==> config.mk <==
export PLATFORM = sky130hd
export DESIGN_NAME = addr_gen
export DESIGN_NICKNAME = d
export VERILOG_FILES = /design/src/rtl/agen_pkg.sv /design/src/rtl/agen_ctrl.sv /design/src/rtl/agen_datapath.sv /design/src/rtl/addr_gen.sv
export SDC_FILE = /design/constraint.sdc
export NUM_CORES = 1
export LEC_CHECK = 0
export BUFFER_PORTS_ARGS = -buffer_cell sky130_fd_sc_hd__buf_2
export CORE_MARGIN = 2
export CORE_UTILIZATION = 49
export CTS_BUF_LIST = sky130_fd_sc_hd__clkbuf_8
export DETAILED_ROUTE_END_ITERATION = 16
export HOLD_SLACK_MARGIN = 0.03
export MAX_ROUTING_LAYER = met4
export PLACE_DENSITY = 0.89
export REMOVE_ABC_BUFFERS = 1
export SLEW_MARGIN = 20
export SYNTH_ARGS = -nofsm -noshare
export SYNTH_HDL_FRONTEND = slang
export SYNTH_SLANG_ARGS = --single-unit
==> constraint.sdc <==
create_clock -name clk -period 4.5 [get_ports clk]
set_input_delay 0.225 -clock clk [delete_from_list [all_inputs] [get_ports clk]]
set_output_delay 0.225 -clock clk [all_outputs]
set_load 0.03 [all_outputs]
==> src/rtl/agen_pkg.sv <==
package agen_pkg;
  typedef enum logic [1:0] {
    AGEN_DISP     = 2'd0,
    AGEN_INDEX    = 2'd1,
    AGEN_BRANCH   = 2'd2,
    AGEN_BRANCH_B = 2'd3
  } agenMode_e;

  typedef struct packed {
    logic capture;
    logic clear;
  } agenCtrl_t;
endpackage

==> src/rtl/agen_ctrl.sv <==
module agen_ctrl
  import agen_pkg::*;
(
  input  logic      clk,
  input  logic      rst,
  input  logic      start,
  output agenCtrl_t ctrl,
  output logic      addrValid
);
  always_comb begin
    ctrl.clear   = rst;
    ctrl.capture = start & ~rst;
  end

  always_ff @(posedge clk) begin
    if (rst) addrValid <= 1'b0;
    else     addrValid <= start;
  end
endmodule

==> src/rtl/agen_datapath.sv <==
module agen_datapath
  import agen_pkg::*;
#(
  parameter int ADDR_W = 32,
  parameter int IDX_W  = 5,
  parameter int DISP_W = 16,
  parameter int IMM_W  = 24,
  parameter int LEN_W  = 4
) (
  input  logic              clk,
  input  agenCtrl_t         ctrl,
  input  logic [1:0]        mode,
  input  logic [IDX_W-1:0]  raIdx,
  input  logic [ADDR_W-1:0] raVal,
  input  logic [ADDR_W-1:0] rbVal,
  input  logic [DISP_W-1:0] disp,
  input  logic [IMM_W-1:0]  branchImm,
  input  logic              absFlag,
  input  logic [ADDR_W-1:0] instAddr,
  input  logic [LEN_W-1:0]  opLen,
  output logic [ADDR_W-1:0] effAddr,
  output logic              wrapFlag
);
  localparam int DISP_EXT = ADDR_W - DISP_W;
  localparam int OFF_W    = IMM_W + 2;
  localparam int SUM_W    = ADDR_W + 1;

  logic [ADDR_W-1:0] baseVal, dispExt, dataOperand, dataEa;
  logic [ADDR_W-1:0] branchOff, branchBase, branchEa, nextEa;
  logic [SUM_W-1:0]  endSum;
  logic              isBranch, nextWrap;

  assign isBranch = mode[1];
  assign dispExt  = {{DISP_EXT{disp[DISP_W-1]}}, disp};
  assign baseVal  = (raIdx == '0) ? '0 : raVal;

  generate
    if (OFF_W < ADDR_W) begin : g_offExt
      assign branchOff = {{(ADDR_W-OFF_W){branchImm[IMM_W-1]}}, branchImm, 2'b00};
    end else begin : g_offTrunc
      logic [OFF_W-1:0] offFull;
      assign offFull   = {branchImm, 2'b00};
      assign branchOff = offFull[ADDR_W-1:0];
    end
  endgenerate

  always_comb begin
    dataOperand = mode[0] ? rbVal : dispExt;
    dataEa      = baseVal + dataOperand;
    branchBase  = absFlag ? '0 : instAddr;
    branchEa    = (branchBase + branchOff) & ~ADDR_W'(3);
    nextEa      = isBranch ? branchEa : dataEa;
    endSum      = {1'b0, dataEa} + SUM_W'(opLen);
    nextWrap    = ~isBranch & endSum[ADDR_W] & (endSum[ADDR_W-1:0] != '0);
  end

  always_ff @(posedge clk) begin
    if (ctrl.clear) begin
      effAddr  <= '0;
      wrapFlag <= 1'b0;
    end else if (ctrl.capture) begin
      effAddr  <= nextEa;
      wrapFlag <= nextWrap;
    end
  end
endmodule

==> src/rtl/addr_gen.sv <==
module addr_gen
  import agen_pkg::*;
#(
  parameter int ADDR_W = 32,
  parameter int IDX_W  = 5,
  parameter int DISP_W = 16,
  parameter int IMM_W  = 24,
  parameter int LEN_W  = 4
) (
  input  logic              clk,
  input  logic              rst,
  input  logic              start,
  input  logic [1:0]        mode,
  input  logic [IDX_W-1:0]  raIdx,
  input  logic [ADDR_W-1:0] raVal,
  input  logic [ADDR_W-1:0] rbVal,
  input  logic [DISP_W-1:0] disp,
  input  logic [IMM_W-1:0]  branchImm,
  input  logic              absFlag,
  input  logic [ADDR_W-1:0] instAddr,
  input  logic [LEN_W-1:0]  opLen,
  output logic [ADDR_W-1:0] effAddr,
  output logic              addrValid,
  output logic              wrapFlag
);
  agenCtrl_t ctrl;

  agen_ctrl ctrl_i (
    .clk(clk), .rst(rst), .start(start), .ctrl(ctrl), .addrValid(addrValid)
  );

  agen_datapath #(
    .ADDR_W(ADDR_W), .IDX_W(IDX_W), .DISP_W(DISP_W), .IMM_W(IMM_W), .LEN_W(LEN_W)
  ) dp_i (
    .clk(clk), .ctrl(ctrl), .mode(mode), .raIdx(raIdx), .raVal(raVal),
    .rbVal(rbVal), .disp(disp), .branchImm(branchImm), .absFlag(absFlag),
    .instAddr(instAddr), .opLen(opLen), .effAddr(effAddr), .wrapFlag(wrapFlag)
  );
endmodule

-- Word-level counts from Yosys, hierarchy flattened
Cells that the tools add are included.
- add/subtract/negate cells: 3
- mux-type cells: 4
- bitwise gates (word level): 5
- reduce and logical (&&, ||, !) cells: 2
- operator list (cell ; number):
    32-bit two-way mux ; 4
    32-bit adder ; 2
    32-bit by 4-bit adder with 33-bit output ; 1
    32-bit nonzero test ; 1
    5-bit logical NOT ; 1
    1-bit AND ; 3
    1-bit NOT ; 2
- register bits after elaboration: 34
- bits of input ports: 151
- logic and storage cells: 17

-- Logic depth before layout (Yosys ltp)
Gate-level depths: netlist of the first run.
- word-level depth: 6
- gate-level depth with buffers: 19
- depth with buffers taken out: 18

-- Hierarchy
A second synthesis of the first run with hierarchy kept.
- cells, all modules: 888
- area total of the unflattened synthesis: 6408.6 µm²
- modules (own cells, without submodules) (module ; times used ; cells an instance ; area an instance (µm²) ; seq. area each (µm²)):
    agen_datapath ; 1 ; 884 ; 6368.6 ; 660.6
    agen_ctrl ; 1 ; 4 ; 40.0 ; 20.0

-- Worst setup path after synthesis of the first run
Ideal clock, no wire load.
- path type: in2reg
- from: input raIdx[0]
- to: register dp_i.wrapFlag
- arrival time: 4.707 ns
- slack: -0.266 ns
- cell stages on the path: 18
- buffers on the path: 1
- cell sequence: or4_1 -> nor2_1 -> clkbuf_1 -> nor2b_1 -> ha_1 -> fa_1 -> xor2_1 -> ha_1 -> a21o_1 -> a21oi_1 -> nand4b_1 -> or4_4 -> or4_4 -> nor2_4 -> nand4_2 -> or4_1 -> a21oi_1 -> o31a_1
- word-level cells in the longest chain between the ends: 6
- elaborated cells between the ends (all ways): 7
- those cells by class: add/sub: 2; mux: 1; bitwise: 2; reduce/logical: 2
- ends and longest elaborated chain (what ; line ; source):
    start: declaration ; addr_gen.sv:14 ; input logic [IDX_W-1:0] raIdx,
    5-bit logical NOT (*) ; agen_datapath.sv:35 ; assign baseVal = (raIdx == '0) ? '0 : raVal;
    32-bit two-way mux (*) ; agen_datapath.sv:35 ;
    32-bit adder (*) ; agen_datapath.sv:49 ; dataEa = baseVal + dataOperand;
    32-bit by 4-bit adder with 33-bit output (*) ; agen_datapath.sv:53 ; endSum = {1'b0, dataEa} + SUM_W'(opLen);
    32-bit nonzero test or 1-bit AND (tied branches) ; agen_datapath.sv:54 ; nextWrap = ~isBranch & endSum[ADDR_W] & (endSum[ADDR_W-1:0] != '0);
    1-bit AND (*) ; agen_datapath.sv:54 ;
    end signal: assignment ; agen_datapath.sv:63 ; wrapFlag <= nextWrap;
    end: declaration ; agen_datapath.sv:22 ; output logic wrapFlag
Every way passes the cells marked *; elsewhere a longest branch is shown, timed or not.
A chain may end at the register's enable or synchronous reset.

-- Final worst setup path of the first run
Ends and elaborated chain as after synthesis.

==> reports/results.md, run 1 <==
## Yosys
* top-area cell type share of the netlist area: 13.0%
* number of enable-type register cells in the synthesized netlist: 0
* largest area contributor in the netlist: ha_1
* Yosys cell types: 85
* share of synthesized flip-flops with an asynchronous set or reset: 0%
* adder and majority cell fraction of the synthesized area: 14.0%
* complex-gate fraction of the synthesized area: 26.9%
* share of synthesized area spent on multiplexers: 5.38%
* area share of and/or/nand/nor cells after synthesis: 30.6%
* synthesis warning total: 0
* leading post-synthesis cells by cell area: ha_1 13%, dfxtp_1 11%, nor2b_1 7.1%, a21oi_1 6.4%, xnor2_1 5.0%
* count of state elements after synthesis: 34
* main flop type after synthesis: dfxtp_1
* average instance area after synthesis: 7.19 sq um
* dominant combinational cell family by area after synthesis: simple AND/OR/NAND/NOR gates
* number of cells produced by synthesis: 858
* xor/xnor share of the synthesized area: 7.67%
* register area share after synthesis: 11.0%
* area of the mapped netlist: 0.00617 sq mm

## Final layout
* Area Overhead vs Synth: 29.9%
* ANT cells: 0
* net count of the finished layout: 1324
* final cell count without fillers: 1275
* share of layout cells above drive strength 1: 31.2%

## Setup path
* Startpoint Class: input port
* Worst setup startpoint: raIdx[0]
* dominant cell type by count on the critical path: or4_4
* data arrival time of the worst path: 4700 ps
* reg-to-reg critical path endpoint: dp_i.wrapFlag
* r2r setup slk: 2530 ps
* critical-path cell list: buf_2, or4_4, nor2_4, buf_12, nor2b_1, ha_2, fa_2, xor2_1, ha_1, a21o_1, a21oi_1, nand4b_1, or4_4, or4_4, nor2_4, nand4_2, or4_4, a21oi_2, o31a_1
* Reg-to-Reg Start: dp_i.wrapFlag
* crit path capture type: flop
* required time worst endpoint: 4730 ps
* highest cell delay on the worst timing path: 550 ps
* Setup Crit Path Kind: input port to flop
* Critical Path Fanout Max: 11
* termination of the worst setup path: dp_i.wrapFlag
* depth of the worst register-to-register path: 7
* master of the slowest instance on the critical path: or4_4

## Clock tree
* maximum count of clock buffers along a single path: 2
* H-tree level count: 2
* clock latency at the later pin of the worst-skew pair: 280 ps
* Num Clock Sinks: 34
* TritonCTS clock tree: built
* Post-CTS Hold Buffers: 0
* Clock Pin Slew Worst Setup and Hold Paths: 70 ps
* number of buffers added by the clock tree synthesis step: 5
* Root Buffer: clkbuf_8

## Routing
* number of optimization iterations in the first detailed-route pass: 6
* Post-DRT Antenna Nets: 0
* DR vias/cell: 5.54
* routed length per placed instance: 13.7 microns
* DRC errors left: 0
* WL final: 17.4 mm
* Initial DRC Count: 539
* vias: 7060

## Placement
* Final HPWL DP: 14.3 mm
* placed cell count: 1265
* Place WS: -424 ps
* final weighted congestion of routability-driven global placement: 0.974
* number of input and output port buffers inserted: 182

## Power and ir drop
* static leakage: 3.89 nW
* Max VDD drop: 0.000101 V
* Pwr Density: 240 mW/mm^2

## Timing
* setup_tns: 0 ps
* Least-Margin Pin Slew: 641 ps
* count of pins over their slew limit: 0
* Final Critical Period: 4470 ps
* final setup margin: 31.5 ps
* setup repair after global routing missed its margin: true
* number of setup violations in the final report: 0
* worst hold slack across all endpoints: 398 ps
* final worst path period share: 99.3%
* clock skew after layout: 0 ps
* maximum achievable frequency: 224 MHz
* Relative slew margins: 57.2%
* hold violation total from the final report: 0

## Global routing
* number of global-route vias before repair: 6438
* number of antenna violations at the first check in global routing: 0
* wire length of the first global-routing pass: 28.3 mm
* pin count of the biggest net entering global routing: 67
* GRT overflow: 0
* global routing usage summed across all routing layers: 25.7%

## Worst hold path
* Hold Startpoint: start
* Hold Path Class: input port to flop

## Floorplanning
* initial core utilization: 50.7%
* floorplan row count: 40
* height of the die: 116 microns
* Die Area: 0.0135 sq mm
* number of top-level pins: 185
* area of the core region: 0.0122 sq mm
* Die X: 116 microns

## Status
* outcome: complete, no violations

## Flow run
* Max-cap violations: 0

## how the worst min path moves through the flow
stage / to / slack, ps / cells after the start
CTS: dp_i.wrapFlag / 410 / 4
global placement: dp_i.effAddr[1] / 450 / 2
finish: dp_i.wrapFlag / 400 / 4
floorplan: dp_i.effAddr[0] / 290 / 1
detailed placement: dp_i.effAddr[0] / 470 / 2
global route: dp_i.wrapFlag / 420 / 4
## where the power goes
group	total, W	internal [W]	leakage [nW]	switching (W)
Combinational	0.00134	0.000633	3.56	0.000710
Clock	0.000232	0.000121	0.0524	0.000110
Sequential	0.000349	0.000331	0.282	0.0000182
Total	0.00192	0.00109	3.89	0.000839
## layout by cell type (no fill, tap or decap), types with 4 or more instances in the layout
master,n
buf_2,182
buf_4,96
nand2_1,80
a21oi_1,77
nor2_1,72
nor2b_1,70
ha_1,63
o21ai_0,50
xnor2_1,35
dfxtp_1,34
inv_1,25
a211oi_1,24
a21o_1,22
xor2_1,19
mux2_2,17
nor3_1,17
nand3_1,16
mux2i_1,14
nand2b_1,13
o211ai_1,12
and3_1,11
and2_1,9
a31oi_1,9
o21a_1,7
nand3b_1,7
nand4_1,6
clkbuf_8,6
and4_1,5
o21bai_1,5
nor4_1,5
or4_4,4
or3_1,4
or2_2,4
a21boi_0,4
and3_2,4
## synthesized netlist by cell type (14+ instances only)
cell,number
ha_1,64
inv_1,24
clkbuf_1,30
mux2_2,17
xnor2_1,35
a21o_1,22
nor3_1,17
mux2i_1,14
nand3_1,16
a21oi_1,79
a211oi_1,24
xor2_1,19
nand2_1,80
dfxtp_1,34
o21ai_0,50
nor2b_1,70
nor2_1,73
## what timing repair did
action / 4_1_cts / 5_1_grt
setup endpoints to repair: 1 / 1
pin swaps: 2 / 1
buffers inserted: 1 / 1
resized for setup: 6 / 8
hold endpoints to repair: 0 / 0
## layout make-up
type,count,area [sq um]
well taps,168,210
flip-flops and latches,34,681
repair buffers,280,1670
clock inverters,2,8.76
inverters,24,90.1
multi-input cells,761,5270
fillers,1050,4150
clock buffers,6,82.6
## worst max-delay path: cells and delay by family
| family | cells | cell delay [ps] |
|---|---|---|
| simple gates | 9 | 2670 |
| fa+ha+maj | 3 | 870 |
| compound gates | 4 | 480 |
| buf+inv | 2 | 240 |
| xor+xnor | 1 | 200 |
## metal layers
layer	vias to the layer above	wire length [microns]	GRT usage, %
li1	3626	-	-
met1	3134	7990	33.2
met2	258	8010	42.1
met3	42	913	1.61
met4	0	495	9.92
met5	-	0	-
## state kept, by name, indices dropped and copies added (netlist names)
name,cells
dp_i.effAddr,32
ctrl_i.addrValid,1
dp_i.wrapFlag,1
## cell families after synthesis
group | count (synthesis)
and+or+nand+nor | 353
AOI/OAI and AO/OA | 256
adders and majority gates | 67
buffers and inverters | 63
xor gates and xnor gates | 54
DFF | 34
muxes | 31
## through the flow
step / cell area, sq um / utilization (%) / power [W]
floorplan: 5980 / - / 0.00115
detailed placement: 7850 / 64.5 / 0.00166
finish: 8010 / 65.9 / 0.00192
global route: 8010 / 65.9 / 0.00208
CTS: 7970 / 65.5 / 0.00190
global placement: 7850 / 64.5 / 0.00162
No activity file was read; power rests on OpenSTA's default activity.
==> run 2: changes to the inputs <==
--- a/config.mk
+++ b/config.mk
@@ -6,12 +6,13 @@
 export NUM_CORES = 1
 export LEC_CHECK = 0
+export ABC_AREA = 1
 export BUFFER_PORTS_ARGS = -buffer_cell sky130_fd_sc_hd__buf_2
 export CORE_MARGIN = 2
-export CORE_UTILIZATION = 49
+export CORE_UTILIZATION = 52
 export CTS_BUF_LIST = sky130_fd_sc_hd__clkbuf_8
 export DETAILED_ROUTE_END_ITERATION = 16
 export HOLD_SLACK_MARGIN = 0.03
 export MAX_ROUTING_LAYER = met4
-export PLACE_DENSITY = 0.89
+export PLACE_DENSITY = 0.9
 export REMOVE_ABC_BUFFERS = 1
 export SLEW_MARGIN = 20
==> constraint.sdc (replaced) <==
create_clock -name clk -period 4.5 [get_ports clk]
set_input_delay 0.675 -clock clk [delete_from_list [all_inputs] [get_ports clk]]
set_output_delay 0.675 -clock clk [all_outputs]
set_load 0.03 [all_outputs]
==> run 2 against run 1 <==
  * Die area grew 16%
  * Count of clock-buffer cells in the layout unchanged
  * Final area is 11% higher
  * Routed wire length up 28%
  * Sequential share of layout area down 0.83 points
  * Highest routed layer unchanged
  * Non-clock buffer count is 91 lower
  * Critical endpoint unchanged
  * Worst setup slack better by 400 ps
  * Clock skew unchanged
  * Critical path type unchanged
  * Worst hold slack better by 94 ps
==> reports/results.md, run 2 <==
## Status
* outcome: complete, no violations, unchanged

## Routing
* DRC errors left: 0, unchanged
* Post-DRT Antenna Nets: 0, unchanged
* DR vias/cell: 5.13, was 5.54
* vias: 9351, was 7060
* WL final: 22.3 mm, was 17.4 mm
* routed length per placed instance: 12.3 microns, was 13.7 microns
* number of optimization iterations in the first detailed-route pass: 5, was 6
* Initial DRC Count: 613, was 539

## Final layout
* net count of the finished layout: 1857, was 1324
* most common cell after layout, fill and taps aside: nand2_1, was buf_2
* Area Overhead vs Synth: 15.9%, was 29.9%
* most used cells in the layout excluding fill and tap cells: 511 x nand2_1, 290 x inv_1, 182 x buf_2, was 182 x buf_2, 96 x buf_4, 80 x nand2_1
* Largest register FFs: 32, unchanged
* final design area excluding fillers: 0.00888 sq mm, was 0.00801 sq mm
* ANT cells: 0, unchanged
* footprint of the multi-input gates: 0.00576 sq mm, was 0.00527 sq mm
* sequential cell area: 681 sq um, unchanged
* fillers: 1484, was 1050
* share of layout cells above drive strength 1: 17.4%, was 31.2%
* biggest registers after layout: dp_i.effAddr: 32 flops, ctrl_i.addrValid: 1 flops, dp_i.wrapFlag: 1 flops, unchanged
* register bank with the most flops: dp_i.effAddr, unchanged

## Yosys
* cell with the most instances after synthesis: nand2_1, unchanged
* area of the mapped netlist: 0.00766 sq mm, was 0.00617 sq mm
* leading post-synthesis cells by cell area: nand2_1 25%, inv_1 14%, ha_1 10%, dfxtp_1 8.9%, nor2_1 6.1%, was ha_1 13%, dfxtp_1 11%, nor2b_1 7.1%, a21oi_1 6.4%, xnor2_1 5.0%
* main flop type after synthesis: dfxtp_1, unchanged
* synthesis warning total: 0, unchanged
* average instance area after synthesis: 5.23 sq um, was 7.19 sq um
* number of enable-type register cells in the synthesized netlist: 0, unchanged
* share of synthesized flip-flops with an asynchronous set or reset: 0%, unchanged
* number of cells produced by synthesis: 1466, was 858
* top-area cell type share of the netlist area: 25.0%, was 13.0%
* count of state elements after synthesis: 34, unchanged
* register area share after synthesis: 8.88%, was 11.0%
* Yosys cell types: 51, was 85
* top cell types by occurrence after synthesis: 511 x nand2_1, 290 x inv_1, 125 x nor2_1, was 80 x nand2_1, 79 x a21oi_1, 73 x nor2_1
* largest area contributor in the netlist: nand2_1, was ha_1

## Power and ir drop
* static leakage: 5.57 nW, was 3.89 nW
* Max VDD drop: 0.000108 V, was 0.000101 V
* Pwr Density: 211 mW/mm^2, was 240 mW/mm^2

## Global routing
* GRT overflow: 0, unchanged
* global routing usage summed across all routing layers: 29.1%, was 25.7%
* pin count of the biggest net entering global routing: 30, was 67
* grt met2 use: 51.0%, was 42.1%
* wire length of the first global-routing pass: 37.8 mm, was 28.3 mm
* met1 Track Usage GR: 35.9%, was 33.2%
* busiest grt layer: met2, unchanged
* number of antenna violations at the first check in global routing: 0, unchanged
* number of global-route vias before repair: 8479, was 6438
* routing usage on met3: 0.856%, was 1.61%

## Setup path
* depth of the worst register-to-register path: 4, was 7
* data arrival time of the worst path: 4240 ps, was 4700 ps
* crit path capture type: flop, unchanged
* Setup Crit Path Kind: input port to flop, unchanged
* required time worst endpoint: 4670 ps, was 4730 ps
* Critical Path Fanout Max: 5, was 11
* Startpoint Class: input port, unchanged

## Placement
* Area after DPL: 0.00877 sq mm, was 0.00785 sq mm
* final weighted congestion of routability-driven global placement: 0.948, was 0.974
* Final HPWL DP: 19.4 mm, was 14.3 mm
* number of input and output port buffers inserted: 182, unchanged

## Clock tree
* Clock Pin Slew Worst Setup and Hold Paths: 70 ps, about the same
* Num Clock Sinks: 34, unchanged
* maximum count of clock buffers along a single path: 2, unchanged
* setup bufs post-CTS: 0, was 1
* number of gates given a new drive strength after cts: 0, was 6
* TritonCTS clock tree: built, unchanged
* clock latency at the later pin of the worst-skew pair: 290 ps, was 280 ps
* Post-CTS Hold Buffers: 0, unchanged
* Root Buffer: clkbuf_8, unchanged
* number of buffers added by the clock tree synthesis step: 5, unchanged
* H-tree level count: 2, unchanged

## Floorplanning
* floorplan row count: 44, was 40
* Die X: 125 microns, was 116 microns
* initial core utilization: 52.9%, was 50.7%
* height of the die: 125 microns, was 116 microns
* area of the core region: 0.0145 sq mm, was 0.0122 sq mm
* number of top-level pins: 185, unchanged
* Die Area: 0.0157 sq mm, was 0.0135 sq mm

## Timing
* count of pins over their slew limit: 0, unchanged
* maximum achievable frequency: 246 MHz, was 224 MHz
* clock skew after layout: 0 ps, unchanged
* number of setup violations in the final report: 0, unchanged
* Least-Margin Pin Slew: 704 ps, was 641 ps
* Relative slew margins: 53.0%, was 57.2%
* setup repair after global routing missed its margin: false, was true
* hold violation total from the final report: 0, unchanged
* setup_tns: 0 ps, unchanged
* final worst path period share: 90.3%, was 99.3%
* Final Critical Period: 4070 ps, was 4470 ps

## Flow run
* Max-cap violations: 0, unchanged

## Worst hold path
* Hold Path Class: flop to flop, was input port to flop
* cell count of the worst hold path: 2, was 4

[run 2: kinds of logic (layout without fill, tap and decap cells)]
logic type	Yosys count	in the layout	share of synthesized area [%]
simple gates	836	836	47.6
buf+inv	325	498	15.9
compound gates	183	183	13.9
fa+ha+maj	67	67	11.2
flops	34	34	8.88
xor+xnor	21	21	2.40
[run 2: worst paths after layout]
kind	startpoint	to	slack, ps
worst max-delay path	raIdx[3]	dp_i.wrapFlag	430
worst max register to register	dp_i.effAddr[15]	dp_i.effAddr[15]	3670
worst min register to register	dp_i.effAddr[10]	dp_i.effAddr[10]	490
worst min-delay path	dp_i.effAddr[10]	dp_i.effAddr[10]	490
[run 2: area by class of cell]
class	count	area share [%]
well taps	184	2.59
multi-input cells	1107	64.9
clock inverters	1	0.338
flip-flops and latches	34	7.66
repair buffers	189	10.8
clock buffers	6	0.930
inverters	302	12.8
[run 2: where the power goes]
group	switching (W)	internal, W
combinational	0.000828	0.000422
clock	0.000111	0.000177
sequential	0.0000125	0.000321
total	0.000951	0.000920
[run 2: layer usage]
layer	wire, microns	share of wire, %	up-vias
li1	-	-	4921
met1	9970	45	4084
met4	654	2.9	0
met5	0	0	-
met2	10700	48	299
met3	987	4.4	47
[run 2: per-stage QoR]
stage | util [%] | total power, W | setup WS [ps] | hold WS (ps) | instances
global placement | 60.6 | 0.00155 | 247 | 472 | 1816
CTS | 61.3 | 0.00186 | 454 | 492 | 1823
detailed placement | 60.6 | 0.00157 | 155 | 481 | 1816
finish | 61.3 | 0.00187 | 435 | 492 | 1823
floorplan | - | 0.00125 | 246 | 602 | 1443
global route | 61.3 | 0.00205 | 48.2 | 505 | 1823
[run 2: worst max-delay path, stage by stage]
cell and delay (ps):
buf_2 100, nor3_1 160, nand2_1 140, nand2_1 90, inv_1 40, ha_1 230, fa_1 470, xor2_1 210
ha_1 360, nand3_1 110, nand3_1 130, a21oi_1 90, nor2_2 170, nand3_4 120, nor2_4 140, nand3_4 110
nor2_4 160, nand2_2 90, nand2_1 70, nand2_1 50, clkinv_1 40, nand2_1 50, nor2_2 100, nand3_1 70
nor2_1 80, nand2_1 60, nand2_1 70, a21oi_2 50
==> run 3: changes to the inputs <==
Settings changed: BUFFER_PORTS_ARGS -buffer_cell sky130_fd_sc_hd__buf_2 to unset, CORE_UTILIZATION 52 to 61, DONT_BUFFER_PORTS set to 1, PLACE_DENSITY 0.9 to 0.89.
==> run 3 against run 2 <==
  * Final cell count decreased by 11%
  * Routed wire length shrank 5.5%
  * Sequential share of layout area grew 0.92 points
  * Sequential power is 13% higher
  * Largest power group unchanged
  * Via count fell by 6.6%
  * Maximum frequency is 0.56% higher
  * Worst hold slack got worse by 51 ps
  * Global-route usage grew 3.1 points
  * Clock power fell by 2%
  * Combinational power shrank 11%
  * Core utilization is 4.1 points higher
==> reports/results.md, run 3 (synthesis gave the netlist of run 2 again) <==
## Routing
* number of optimization iterations in the first detailed-route pass: 5, unchanged
* routed length per placed instance: 13.0 microns, was 12.3 microns
* Initial DRC Count: 502, was 613
* vias: 8734, was 9351
* DRC errors left: 0, unchanged
* WL final: 21.1 mm, was 22.3 mm
* DR vias/cell: 5.38, was 5.13
* Post-DRT Antenna Nets: 0, unchanged

## Final layout
* Largest register FFs: 32, unchanged
* net count of the finished layout: 1673, was 1857
* Area Overhead vs Synth: 3.53%, was 15.9%
* fillers: 1233, was 1484
* Core Util, Final: 65.5%, was 61.3%
* final cell count without fillers: 1624, was 1823
* register bank with the most flops: dp_i.effAddr, unchanged
* ANT cells: 0, unchanged
* most used cells in the layout excluding fill and tap cells: 511 x nand2_1, 290 x inv_1, 125 x nor2_1, was 511 x nand2_1, 290 x inv_1, 182 x buf_2
* biggest registers after layout: dp_i.effAddr: 32 flops, ctrl_i.addrValid: 1 flops, dp_i.wrapFlag: 1 flops, unchanged
* most common cell after layout, fill and taps aside: nand2_1, unchanged
* share of layout cells above drive strength 1: 7.07%, was 17.4%

## Setup path
* crit path capture type: flop, unchanged
* Startpoint Class: input port, unchanged
* data arrival time of the worst path: 4230 ps, was 4240 ps
* r2r setup slk: 3440 ps, was 3670 ps
* Setup Crit Path Kind: input port to flop, unchanged
* Critical Path Fanout Max: 5, unchanged
* required time worst endpoint: 4690 ps, was 4670 ps

## Timing
* Least-Margin Pin Slew: 690 ps, was 704 ps
* number of setup violations in the final report: 0, unchanged
* hold violation total from the final report: 0, unchanged
* final worst path period share: 89.8%, was 90.3%
* Final Critical Period: 4040 ps, was 4070 ps
* setup repair after global routing missed its margin: false, unchanged
* count of pins over their slew limit: 0, unchanged
* clock skew after layout: 0 ps, unchanged
* Relative slew margins: 53.9%, was 53.0%
* maximum achievable frequency: 247 MHz, was 246 MHz
* setup_tns: 0 ps, unchanged

## Power and ir drop
* Pwr Density: 223 mW/mm^2, was 211 mW/mm^2
* Max VDD drop: 0.000114 V, was 0.000108 V
* static leakage: 4.80 nW, was 5.57 nW

## Global routing
* GRT overflow: 0, unchanged
* global routing usage summed across all routing layers: 32.1%, was 29.1%
* number of global-route vias before repair: 7787, was 8479
* wire length of the first global-routing pass: 34.2 mm, was 37.8 mm
* number of antenna violations at the first check in global routing: 0, unchanged
* pin count of the biggest net entering global routing: 34, was 30

## Floorplanning
* floorplan row count: 40, was 44
* number of top-level pins: 185, unchanged
* Die Area: 0.0135 sq mm, was 0.0157 sq mm
* initial core utilization: 63.3%, was 52.9%
* area of the core region: 0.0121 sq mm, was 0.0145 sq mm
* height of the die: 116 microns, was 125 microns
* Die X: 116 microns, was 125 microns

## Clock tree
* H-tree level count: 2, unchanged
* Post-CTS Hold Buffers: 0, unchanged
* Clock Pin Slew Worst Setup and Hold Paths: 70 ps, about the same
* TritonCTS clock tree: built, unchanged
* Num Clock Sinks: 34, unchanged
* setup bufs post-CTS: 0, unchanged
* Root Buffer: clkbuf_8, unchanged
* clock latency at the later pin of the worst-skew pair: 290 ps, about the same
* number of buffers added by the clock tree synthesis step: 5, unchanged
* number of gates given a new drive strength after cts: 0, unchanged
* maximum count of clock buffers along a single path: 2, unchanged

## Flow run
* Max-cap violations: 0, unchanged

## Placement
* Final HPWL DP: 18.4 mm, was 19.4 mm
* final weighted congestion of routability-driven global placement: 0.995, was 0.948
* number of input and output port buffers inserted: 0, was 182
* placed cell count: 1616, was 1816

## Status
* outcome: complete, no violations, unchanged

## Worst hold path
* Hold Path Class: input port to flop, was flop to flop

==> run 3: cell count changes in the layout (fill, tap and decap cells not counted), sizes merged <==
cell	before	now
clkinv	3	5
buf	189	5
clkbuf	6	5
==> run 3: area by class of cell <==
| cell class | count | area, sq um | area share, % |
|---|---|---|---|
| Clock inverter | 3 | 40.0 | 0.505 |
| Sequential cell | 34 | 681 | 8.58 |
| Clock buffer | 5 | 68.8 | 0.868 |
| Inverter | 302 | 1130 | 14.3 |
| Timing Repair Buffer | 5 | 37.5 | 0.473 |
| Multi-Input combinational cell | 1107 | 5760 | 72.6 |
| Tap cell | 168 | 210 | 2.65 |
==> run 3: where the power goes <==
| group | switching [W] | total (W) | internal (W) |
|---|---|---|---|
| clock network | 0.000119 | 0.000282 | 0.000163 |
| logic | 0.000744 | 0.00111 | 0.000364 |
| registers | 0.0000573 | 0.000378 | 0.000321 |
==> run 3: worst paths after layout <==
check / depth (start not counted) / endpoint / start
max: 27 / dp_i.wrapFlag / raIdx[3]
min reg2reg: 2 / dp_i.wrapFlag / dp_i.wrapFlag
min: 1 / dp_i.effAddr[2] / rst
max reg2reg: 4 / dp_i.effAddr[14] / dp_i.effAddr[14]
==> run 3: per-layer routing <==
layer	part of all wire, %	up-vias	GRT usage [%]
met5	0	-	-
met4	3.4	0	12.1
met3	5.7	47	1.67
met2	48	302	57.9
met1	43	3822	37.7
li1	-	4563	-
==> run 3: metrics by stage <==
| step | cell area, sq um | setup WS [ps] | power, W | hold WS (ps) |
|---|---|---|---|---|
| after global placement | 7820 | 316 | 0.00146 | 620 |
| after floorplan | 7580 | 246 | 0.00125 | 602 |
| after global routing | 7930 | 179 | 0.00193 | 430 |
| after CTS | 7930 | 483 | 0.00176 | 435 |
| after detailed placement | 7820 | 186 | 0.00148 | 631 |
| final | 7930 | 457 | 0.00177 | 441 |
==> run 3: critical path, stage by stage <==
cell	delay, ps
nor3_1	160
nand2_1	180
nand2_1	100
inv_1	40
ha_1	240
fa_1	500
xor2_1	220
ha_1	350
nand3_1	90
nand3_1	110
a21oi_1	90
nor2_2	160
nand3_4	110
nor2_4	130
nand3_4	110
nor2_4	170
nand2_2	90
nand2_1	60
nand2_1	50
clkinv_1	40
nand2_1	60
nor2_2	120
nand3_1	80
nor2_1	120
nand2_1	70
nand2_1	70
a21oi_2	50
